===== config.mk =====
export PLATFORM = sky130hd
export DESIGN_NAME = dma2ch
export DESIGN_NICKNAME = d
export VERILOG_FILES = /design/src/rtl/dma2ch.sv
export SDC_FILE = /design/constraint.sdc
export NUM_CORES = 1
export LEC_CHECK = 0
export CORE_UTILIZATION = 40
export CTS_BUF_LIST = sky130_fd_sc_hd__clkbuf_4 sky130_fd_sc_hd__clkbuf_8 sky130_fd_sc_hd__clkbuf_16
export CTS_CLUSTER_DIAMETER = 150
export DETAILED_ROUTE_END_ITERATION = 6
export GPL_TIMING_DRIVEN = 0
export SETUP_SLACK_MARGIN = 0.02
export SYNTH_ARGS = -nofsm -noshare
export SYNTH_HDL_FRONTEND = slang
export SYNTH_SLANG_ARGS = --single-unit

===== constraint.sdc =====
create_clock -name clk -period 9.8 [get_ports clk]
set_input_delay 1.96 -clock clk [delete_from_list [all_inputs] [get_ports clk]]
set_output_delay 1.96 -clock clk [all_outputs]
set_load 0.03 [all_outputs]

===== src/rtl/dma2ch.sv =====
module dma2ch #(
  parameter int ADDR_W = 32,
  parameter int CNT_W  = 24
) (
  input  logic              clk,
  input  logic              rst_n,
  input  logic              reg_we,
  input  logic [3:0]        reg_addr,
  input  logic [31:0]       reg_wdata,
  output logic [31:0]       reg_rdata,
  input  logic [1:0]        dreq,
  output logic              mem_req,
  output logic              mem_we,
  output logic [ADDR_W-1:0] mem_addr,
  output logic [1:0]        mem_size,
  output logic [31:0]       mem_wdata,
  input  logic              mem_ack,
  input  logic [31:0]       mem_rdata,
  output logic              irq_valid,
  output logic [6:0]        irq_vec,
  output logic [3:0]        irq_level
);
  typedef enum logic [1:0] {S_IDLE, S_RD, S_WR} st_t;

  st_t               st_q;
  logic [ADDR_W-1:0] src_q [2];
  logic [ADDR_W-1:0] dst_q [2];
  logic [CNT_W-1:0]  cnt_q [2];
  logic [15:0]       ctl_q [2];
  logic              me_q, rr_q, last_q, ch_q;
  logic [1:0]        pend_q, beat_q;
  logic [6:0]        vec0_q, vec1_q;
  logic [3:0]        lvl_q;
  logic [31:0]       buf_q;

  logic [1:0]        run;
  logic              pick;
  logic [1:0]        sz;
  logic [ADDR_W-1:0] step, src_nx, dst_nx;
  logic [CNT_W-1:0]  dec, cnt_nx;

  for (genvar c = 0; c < 2; c++) begin : g_run
    assign run[c] = me_q & ctl_q[c][0] & ~ctl_q[c][1] &
                    (ctl_q[c][9] | pend_q[c] | (cnt_q[c] == '0));
  end
  assign pick = (&run) ? (rr_q & ~last_q) : ~run[0];

  assign sz   = ctl_q[ch_q][11:10];
  assign step = (sz == 2'd3) ? ADDR_W'(16) : (ADDR_W'(1) << sz);
  assign dec  = (sz == 2'd3) ? CNT_W'(4) : CNT_W'(1);
  assign cnt_nx = (cnt_q[ch_q] > dec) ? cnt_q[ch_q] - dec : '0;

  always_comb begin
    case (ctl_q[ch_q][13:12])
      2'b10:   src_nx = src_q[ch_q] - step;
      2'b01:   src_nx = src_q[ch_q] + step;
      default: src_nx = src_q[ch_q];
    endcase
    if (sz == 2'd3) src_nx = src_q[ch_q] + step;
    case (ctl_q[ch_q][15:14])
      2'b10:   dst_nx = dst_q[ch_q] - step;
      2'b01:   dst_nx = dst_q[ch_q] + step;
      default: dst_nx = dst_q[ch_q];
    endcase
  end

  assign mem_req   = (st_q != S_IDLE);
  assign mem_we    = (st_q == S_WR);
  assign mem_addr  = ((st_q == S_WR) ? dst_q[ch_q] : src_q[ch_q]) + ADDR_W'({beat_q, 2'b00});
  assign mem_size  = (sz == 2'd3) ? 2'd2 : sz;
  assign mem_wdata = buf_q;

  always_comb begin
    case (reg_addr)
      4'd0: reg_rdata = 32'(src_q[0]);
      4'd1: reg_rdata = 32'(dst_q[0]);
      4'd2: reg_rdata = 32'(cnt_q[0]);
      4'd3: reg_rdata = {16'b0, ctl_q[0]};
      4'd4: reg_rdata = 32'(src_q[1]);
      4'd5: reg_rdata = 32'(dst_q[1]);
      4'd6: reg_rdata = 32'(cnt_q[1]);
      4'd7: reg_rdata = {16'b0, ctl_q[1]};
      4'd8: reg_rdata = {28'b0, rr_q, 2'b0, me_q};
      4'd9: reg_rdata = {12'b0, lvl_q, 1'b0, vec1_q, 1'b0, vec0_q};
      default: reg_rdata = '0;
    endcase
  end

  always_ff @(posedge clk) begin
    if (!rst_n) begin
      st_q <= S_IDLE;
      for (int c = 0; c < 2; c++) begin
        src_q[c] <= '0; dst_q[c] <= '0; cnt_q[c] <= '0; ctl_q[c] <= '0;
      end
      me_q <= 1'b0; rr_q <= 1'b0; last_q <= 1'b1; ch_q <= 1'b0;
      pend_q <= '0; beat_q <= '0; buf_q <= '0;
      vec0_q <= '0; vec1_q <= '0; lvl_q <= '0;
      irq_valid <= 1'b0; irq_vec <= '0; irq_level <= '0;
    end else begin
      irq_valid <= 1'b0;
      if (reg_we) begin
        case (reg_addr)
          4'd0: src_q[0] <= ADDR_W'(reg_wdata);
          4'd1: dst_q[0] <= ADDR_W'(reg_wdata);
          4'd2: cnt_q[0] <= reg_wdata[CNT_W-1:0];
          4'd3: ctl_q[0] <= {reg_wdata[15:2], ctl_q[0][1] & reg_wdata[1], reg_wdata[0]};
          4'd4: src_q[1] <= ADDR_W'(reg_wdata);
          4'd5: dst_q[1] <= ADDR_W'(reg_wdata);
          4'd6: cnt_q[1] <= reg_wdata[CNT_W-1:0];
          4'd7: ctl_q[1] <= {reg_wdata[15:2], ctl_q[1][1] & reg_wdata[1], reg_wdata[0]};
          4'd8: begin me_q <= reg_wdata[0]; rr_q <= reg_wdata[3]; end
          4'd9: begin vec0_q <= reg_wdata[6:0]; vec1_q <= reg_wdata[14:8]; lvl_q <= reg_wdata[19:16]; end
          default: ;
        endcase
      end
      for (int c = 0; c < 2; c++)
        if (dreq[c] && ctl_q[c][0] && !ctl_q[c][1]) pend_q[c] <= 1'b1;
      irq_level <= lvl_q;
      case (st_q)
        S_IDLE: if (|run) begin
          ch_q <= pick;
          last_q <= pick;
          pend_q[pick] <= 1'b0;
          beat_q <= '0;
          if (cnt_q[pick] == '0) begin
            ctl_q[pick][1] <= 1'b1;
            irq_valid <= ctl_q[pick][2];
            irq_vec <= pick ? vec1_q : vec0_q;
          end else st_q <= S_RD;
        end
        S_RD: if (mem_ack) begin
          buf_q <= mem_rdata;
          st_q <= S_WR;
        end
        S_WR: if (mem_ack) begin
          if (sz == 2'd3 && beat_q != 2'd3) begin
            beat_q <= beat_q + 2'd1;
            st_q <= S_RD;
          end else begin
            beat_q <= '0;
            src_q[ch_q] <= src_nx;
            dst_q[ch_q] <= dst_nx;
            cnt_q[ch_q] <= cnt_nx;
            if (cnt_nx == '0) begin
              ctl_q[ch_q][1] <= 1'b1;
              irq_valid <= ctl_q[ch_q][2];
              irq_vec <= ch_q ? vec1_q : vec0_q;
            end
            st_q <= S_IDLE;
          end
        end
        default: st_q <= S_IDLE;
      endcase
    end
  end

  assert_req_hold_R13: assert property (@(posedge clk) disable iff (!rst_n)
    (mem_req && !mem_ack) |=> (mem_req && $stable(mem_addr) && $stable(mem_we)));
  assert_me_gate_R12: assert property (@(posedge clk) disable iff (!rst_n)
    (st_q == S_IDLE && !me_q) |=> !mem_req);
  assert_irq_has_te_R9: assert property (@(posedge clk) disable iff (!rst_n)
    irq_valid |-> (ctl_q[0][1] || ctl_q[1][1]));
  assert_te0_at_zero_R7: assert property (@(posedge clk) disable iff (!rst_n)
    $rose(ctl_q[0][1]) |-> (cnt_q[0] == '0));
  assert_te1_at_zero_R7: assert property (@(posedge clk) disable iff (!rst_n)
    $rose(ctl_q[1][1]) |-> (cnt_q[1] == '0));
endmodule


==> Word-level counts from Yosys, hierarchy flattened <==
Memory sizes are Yosys's and may differ from the RTL's. A register that Yosys moved wholly into a read port is not among the register bits.
Index checks and enable logic that the tools add are counted.
{ "op_classes": {"magnitude_cmp": 3, "addsub": 7, "shifts": 1, "reduce_logical": 26, "mul": 0, "div_mod_pow": 0, "eq_ne": 24, "bitwise": 27, "muxes": 110} }
{ "op_table": {"columns": ["operator", "count"], "rows": [
  ["32-bit case mux with 10 select lines", 1],
  ["32-bit two-way mux", 7],
  ["32-bit case mux with 2 select lines", 2],
  ["24-bit logical NOT", 4],
  ["24-bit two-way mux", 3],
  ["1-bit two-way mux", 70],
  ["32-bit adder", 2],
  ["32-bit subtractor", 2],
  ["7-bit two-way mux", 7],
  ["16-bit two-way mux", 3],
  ["32-bit by 4-bit adder with 32-bit output", 1],
  ["1-bit by 2-bit << shifter with 32-bit output, first input constant", 1],
  ["24-bit by 3-bit > comparator with 1-bit output", 1],
  ["24-bit by 3-bit subtractor with 24-bit output", 1],
  ["2-bit two-way mux", 11],
  ["4-bit by 3-bit == test with 1-bit output, second input constant", 4],
  ["16-bit OR reduction", 1],
  ["7-bit case mux with 2 select lines", 1],
  ["2-bit != test, second input constant", 6],
  ["1-bit OR", 12],
  ["2-bit AND reduction", 5],
  ["1-bit bitwise AND", 9],
  ["2-bit == test, second input constant", 4],
  ["4-bit by 2-bit == test with 1-bit output, second input constant", 2],
  ["other kinds (24)", 38]
]} }
{ "totals": {"latchBits": 0, "word_cells": 216, "mem_count": 4, "input_bits": 74, "out_inout_bits": 112, "regBits": 72, "mem_bits_rw": 208, "rom_bits": 0} }
{ "mem_list": {"columns": ["memory", "depth", "word_bits", "rd", "rd_clocked_by_memory_dff", "write_ports", "line_no", "rtl"], "rows": [
  ["dst_q", 2, 32, 3, 1, 3, "27", "logic [ADDR_W-1:0] dst_q [2];"],
  ["src_q", 2, 32, 3, 1, 3, "26", "logic [ADDR_W-1:0] src_q [2];"],
  ["cnt_q", 2, 24, 4, 1, 3, "28", "logic [CNT_W-1:0] cnt_q [2];"],
  ["ctl_q", 2, 16, 4, 1, 3, "29", "logic [15:0] ctl_q [2];"]
]} }

==> Depth between registers and ports, before layout <==
An unclocked memory read counts as a cell.
{ "logic_depth": {"word_depth": 14, "depth_mapped": 25, "mapped_depth_nobuf": 16} }

==> Worst setup path before layout <==
No wires, ideal clock.
{ "synth_timing": {"path_type": "register -> output", "startpoint": "register (tool-made name)", "endpoint": "output port mem_addr[19]", "slack_ps": 2218, "path_stages_with_launch": 25, "arrival_time_ps": 5622, "n_path_buf": 10, "required_ps": 7840, "path_cell_list": "dfxtp_1 > buf_6 > buf_2 > buf_2 > buf_2 > buf_2 > buf_2 > buf_2 > buf_2 > buf_1 > buf_1 > mux2i_1 > nand2_1 > o21ai_0 > inv_1 > ha_1 > a21oi_1 > a21oi_1 > nand2b_1 > or3b_1 > nor2_1 > inv_1 > o21ai_0 > o21ai_0 > mux2i_1"} }
{ "synth_rtl": {"columns": ["item", "line_no", "rtl"], "rows": [
  ["to (decl)", "14", "output logic [ADDR_W-1:0] mem_addr,"]
]} }

==> impl_metrics.csv <==
group,metric,value,unit
yosys,yosysMostFrequentCell,"nand2_1",
cts,cts.hold.buffers_added,0,
pwr,p_leak,8.38,nW
sta,final-setup-viol-count,0,
cts,cts_tree,"built",
run,maxCapViolCount,0,
yosys,syn_nets,2526,
placed_design,port_buffers,173,
detailed_routing,routedWlPerCell,31.7,µm
detailed_routing,via_per_inst,6.56,
sta,layout_min_cycle_time,9.59,ns
global_route,overflow,0,
sta,rsz0062_at_grt,"no",
cts,cts_buffer_depth,3,
sta,fin_crit_sh,0.978,
yosys,synth_top_area_frac,0.305,
yosys,syn_area,0.0203,mm²
global_route,grt_pass1_wl,145000,µm
detailed_routing,ant_nets,0,
cts,clock_latency,0.58,ns
pwr,peakVddDrop,0.0962,mV
global_route,first_global_vias,20200,
finish,n_fill_cell,4890,
detailed_routing,drc,0,
cts,htreeDepth,2,
sta,fmax,104,MHz
critical_path,cp_max_fo,19,
outcome,outcome,"complete, no violations",
placed_design,place_ws,-1.38,ns
sta,tightest_slew,1.42,ns
detailed_routing,dr_total_vias,21800,
finish,drive_gt1_frac,0.0572,
sta,slew_viol_final,0,
global_route,antenna_found_initial,6,
yosys,synth_edf_count,206,
cts,path_clk_slew,0.06,ns
placed_design,dp_hpwl,80200,µm
critical_path,crit_buf_inv,12,
floorplanning,dieHeight,227,µm
critical_path,max_stage_delay,0.75,ns
yosys,seq_area_frac_synth,0.379,
min_path,hold_path.class,"reg -> reg",
detailed_routing,first_pass_iters,7,
cts,clkSinkCount,281,
global_route,grt_max_degree,30,
finish,area_growth,19.2,%
critical_path,critPathTopFamily,"buffers and inverters",
yosys,yosysWarnings,0,
detailed_routing,drt_iter0_markers,2714,
critical_path,path_class,"reg -> out",
global_route,grt.total_usage,0.401,
floorplanning,coreArea,0.0502,mm²
finish,nNetsFinal,2739,
pwr,power_density,142,mW/mm²
critical_path,cp_data_arrival_time,7.63,ns
yosys,synth_seq_cells,281,
cts,cts_setup_buffers,0,
critical_path,critPathRequiredTime,7.84,ns
yosys,postSynthAreaPerCell,8.46,µm²
floorplanning,die_area,0.0517,mm²
yosys,synth_cells,2400,
critical_path,startpoint_type,"register",
detailed_routing,wirelength,105000,µm
placed_design,place_congestion,1.05,
sta,relSlewSlack,0.0505,
floorplanning,chipWidth,227,µm
finish,multi_input_area,0.0118,mm²
yosys,yosysUniqueCellTypes,78,
yosys,yosysTopAreaCell,"edfxtp_1",
floorplanning,start_util,0.405,
sta,skew,0.0204,ns
finish,seq_area,0.00769,mm²
yosys,synthTopCellsByArea,"edfxtp_1 (30%), dfxtp_1 (7.4%), o21ai_0 (6.3%)",
yosys,netlist_top_cells_count,"nand2_1 (286), o21ai_0 (255), nand3_1 (212), edfxtp_1 (206), nor2_1 (169)",
critical_path,slowest_stage,"clkdlybuf4s50_1",
finish,final_core_util,0.482,
floorplanning,rows,82,
yosys,synth_async_sr_flop_share,0,
sta,worst_slack,0.213,ns
cts,numCtsBuffers,35,
sta,finalHoldViolations,0,
yosys,synth_flop_cell,"edfxtp_1",
cts,root_buffer,"clkbuf_16",
critical_path,crit_path_end_kind,"output port",
floorplanning,pin_count,186,
critical_path,path_cells,"buf_6 -> buf_2 -> buf_2 -> buf_6 -> buf_4 -> buf_4 -> buf_4 -> buf_4 -> buf_4 -> mux2i_1 -> nand2_1 -> o21ai_0 -> inv_1 -> ha_1 -> a21oi_1 -> a21oi_1 -> nand2b_1 -> or3b_1 -> nor2_4 -> inv_1 -> o21ai_0 -> o21ai_0 -> mux2i_1 -> clkdlybuf4s50_1",
critical_path,crit_top_cell,"buf_4",
-- logic make-up (layout without fill, tap and decap cells) --
group	count (synthesis)	in the layout	synth area share
muxes	156	156	0.0798
buffers and inverters	215	454	0.0412
DFF	281	281	0.379
adders and majority gates	52	52	0.0335
and+or+nand+nor	911	911	0.214
xor gates and xnor gates	94	94	0.0405
other	0	7	0
AOI/OAI and AO/OA	691	691	0.212
-- final timing paths --
path | slack, ns | cells after the start | end | startpoint
max | 0.21 | 24 | mem_addr[19] | register
min reg2reg | 0.46 | 1 | last_q$_SDFFE_PN1P_ | last_q$_SDFFE_PN1P_
min | 0.46 | 1 | last_q$_SDFFE_PN1P_ | last_q$_SDFFE_PN1P_
max reg2reg | 1.74 | 21 | irq_vec[3]$_SDFFE_PN0P_ | register
-- cell usage in the layout (no fill, tap or decap), types with 75 or more instances in the layout --
master / synthesis / routed
clkdlybuf4s50_1: 0 / 173
o21ai_0: 255 / 255
dfxtp_1: 75 / 75
a21oi_1: 132 / 132
mux2i_1: 112 / 112
clkbuf_1: 126 / 126
nor2_1: 169 / 167
edfxtp_1: 206 / 206
nand3_1: 212 / 206
nand2_1: 286 / 286
-- state kept, by name, summed over array words and instances (netlist names), 4 cells and up, named ones only --
name / flops
lvl_q: 4
vec0_q: 7
vec1_q: 7
ctl_q: 32
irq_level: 4
cnt_q: 48
mem_wdata: 32
src_q: 64
dst_q: 64
irq_vec: 7
-- stage by stage --
stage | area, µm² | total power [mW] | instances | hold WS (ns) | setup TNS, ns
after floorplan | 20300 | 1.78 | 2400 | 0.417 | 0
after global placement | 22900 | 2.08 | 3245 | 0.437 | -20.64
after detailed placement | 23000 | 2.09 | 3249 | 0.435 | -20.70
after CTS | 24200 | 3.40 | 3311 | 0.451 | 0
after global routing | 24200 | 3.51 | 3311 | 0.460 | 0
final | 24200 | 3.44 | 3318 | 0.460 | 0
-- layer usage --
layer	routed length, µm	GRT usage
met1	40200	0.502
met2	45500	0.610
met3	11100	0.0906
met4	8320	0.286
met5	0	0
-- where the power goes --
part           leakage, nW  switching (mW)  total, mW  internal, mW
combinational         5.15           0.471      0.701         0.230
sequential            2.65          0.0642       1.39          1.33
clock                0.576           0.569       1.35         0.778
total                 8.38            1.10       3.44          2.34
-- final cells by class --
class | count | area share
tap | 672 | 0.0347
antenna | 7 | 0.000724
timing repair buffer | 177 | 0.0748
multi-input combinational | 1904 | 0.489
clock inverter | 20 | 0.00853
inverter | 54 | 0.00837
clock buffer | 43 | 0.0394
buffer | 160 | 0.0271
sequential | 281 | 0.318
-- timing repair --
action,CTS,global route
gates resized for setup,22,3
endpoints found under the hold margin,0,0
setup endpoints to repair,28,3
No activity file was read; power rests on OpenSTA's default activity.
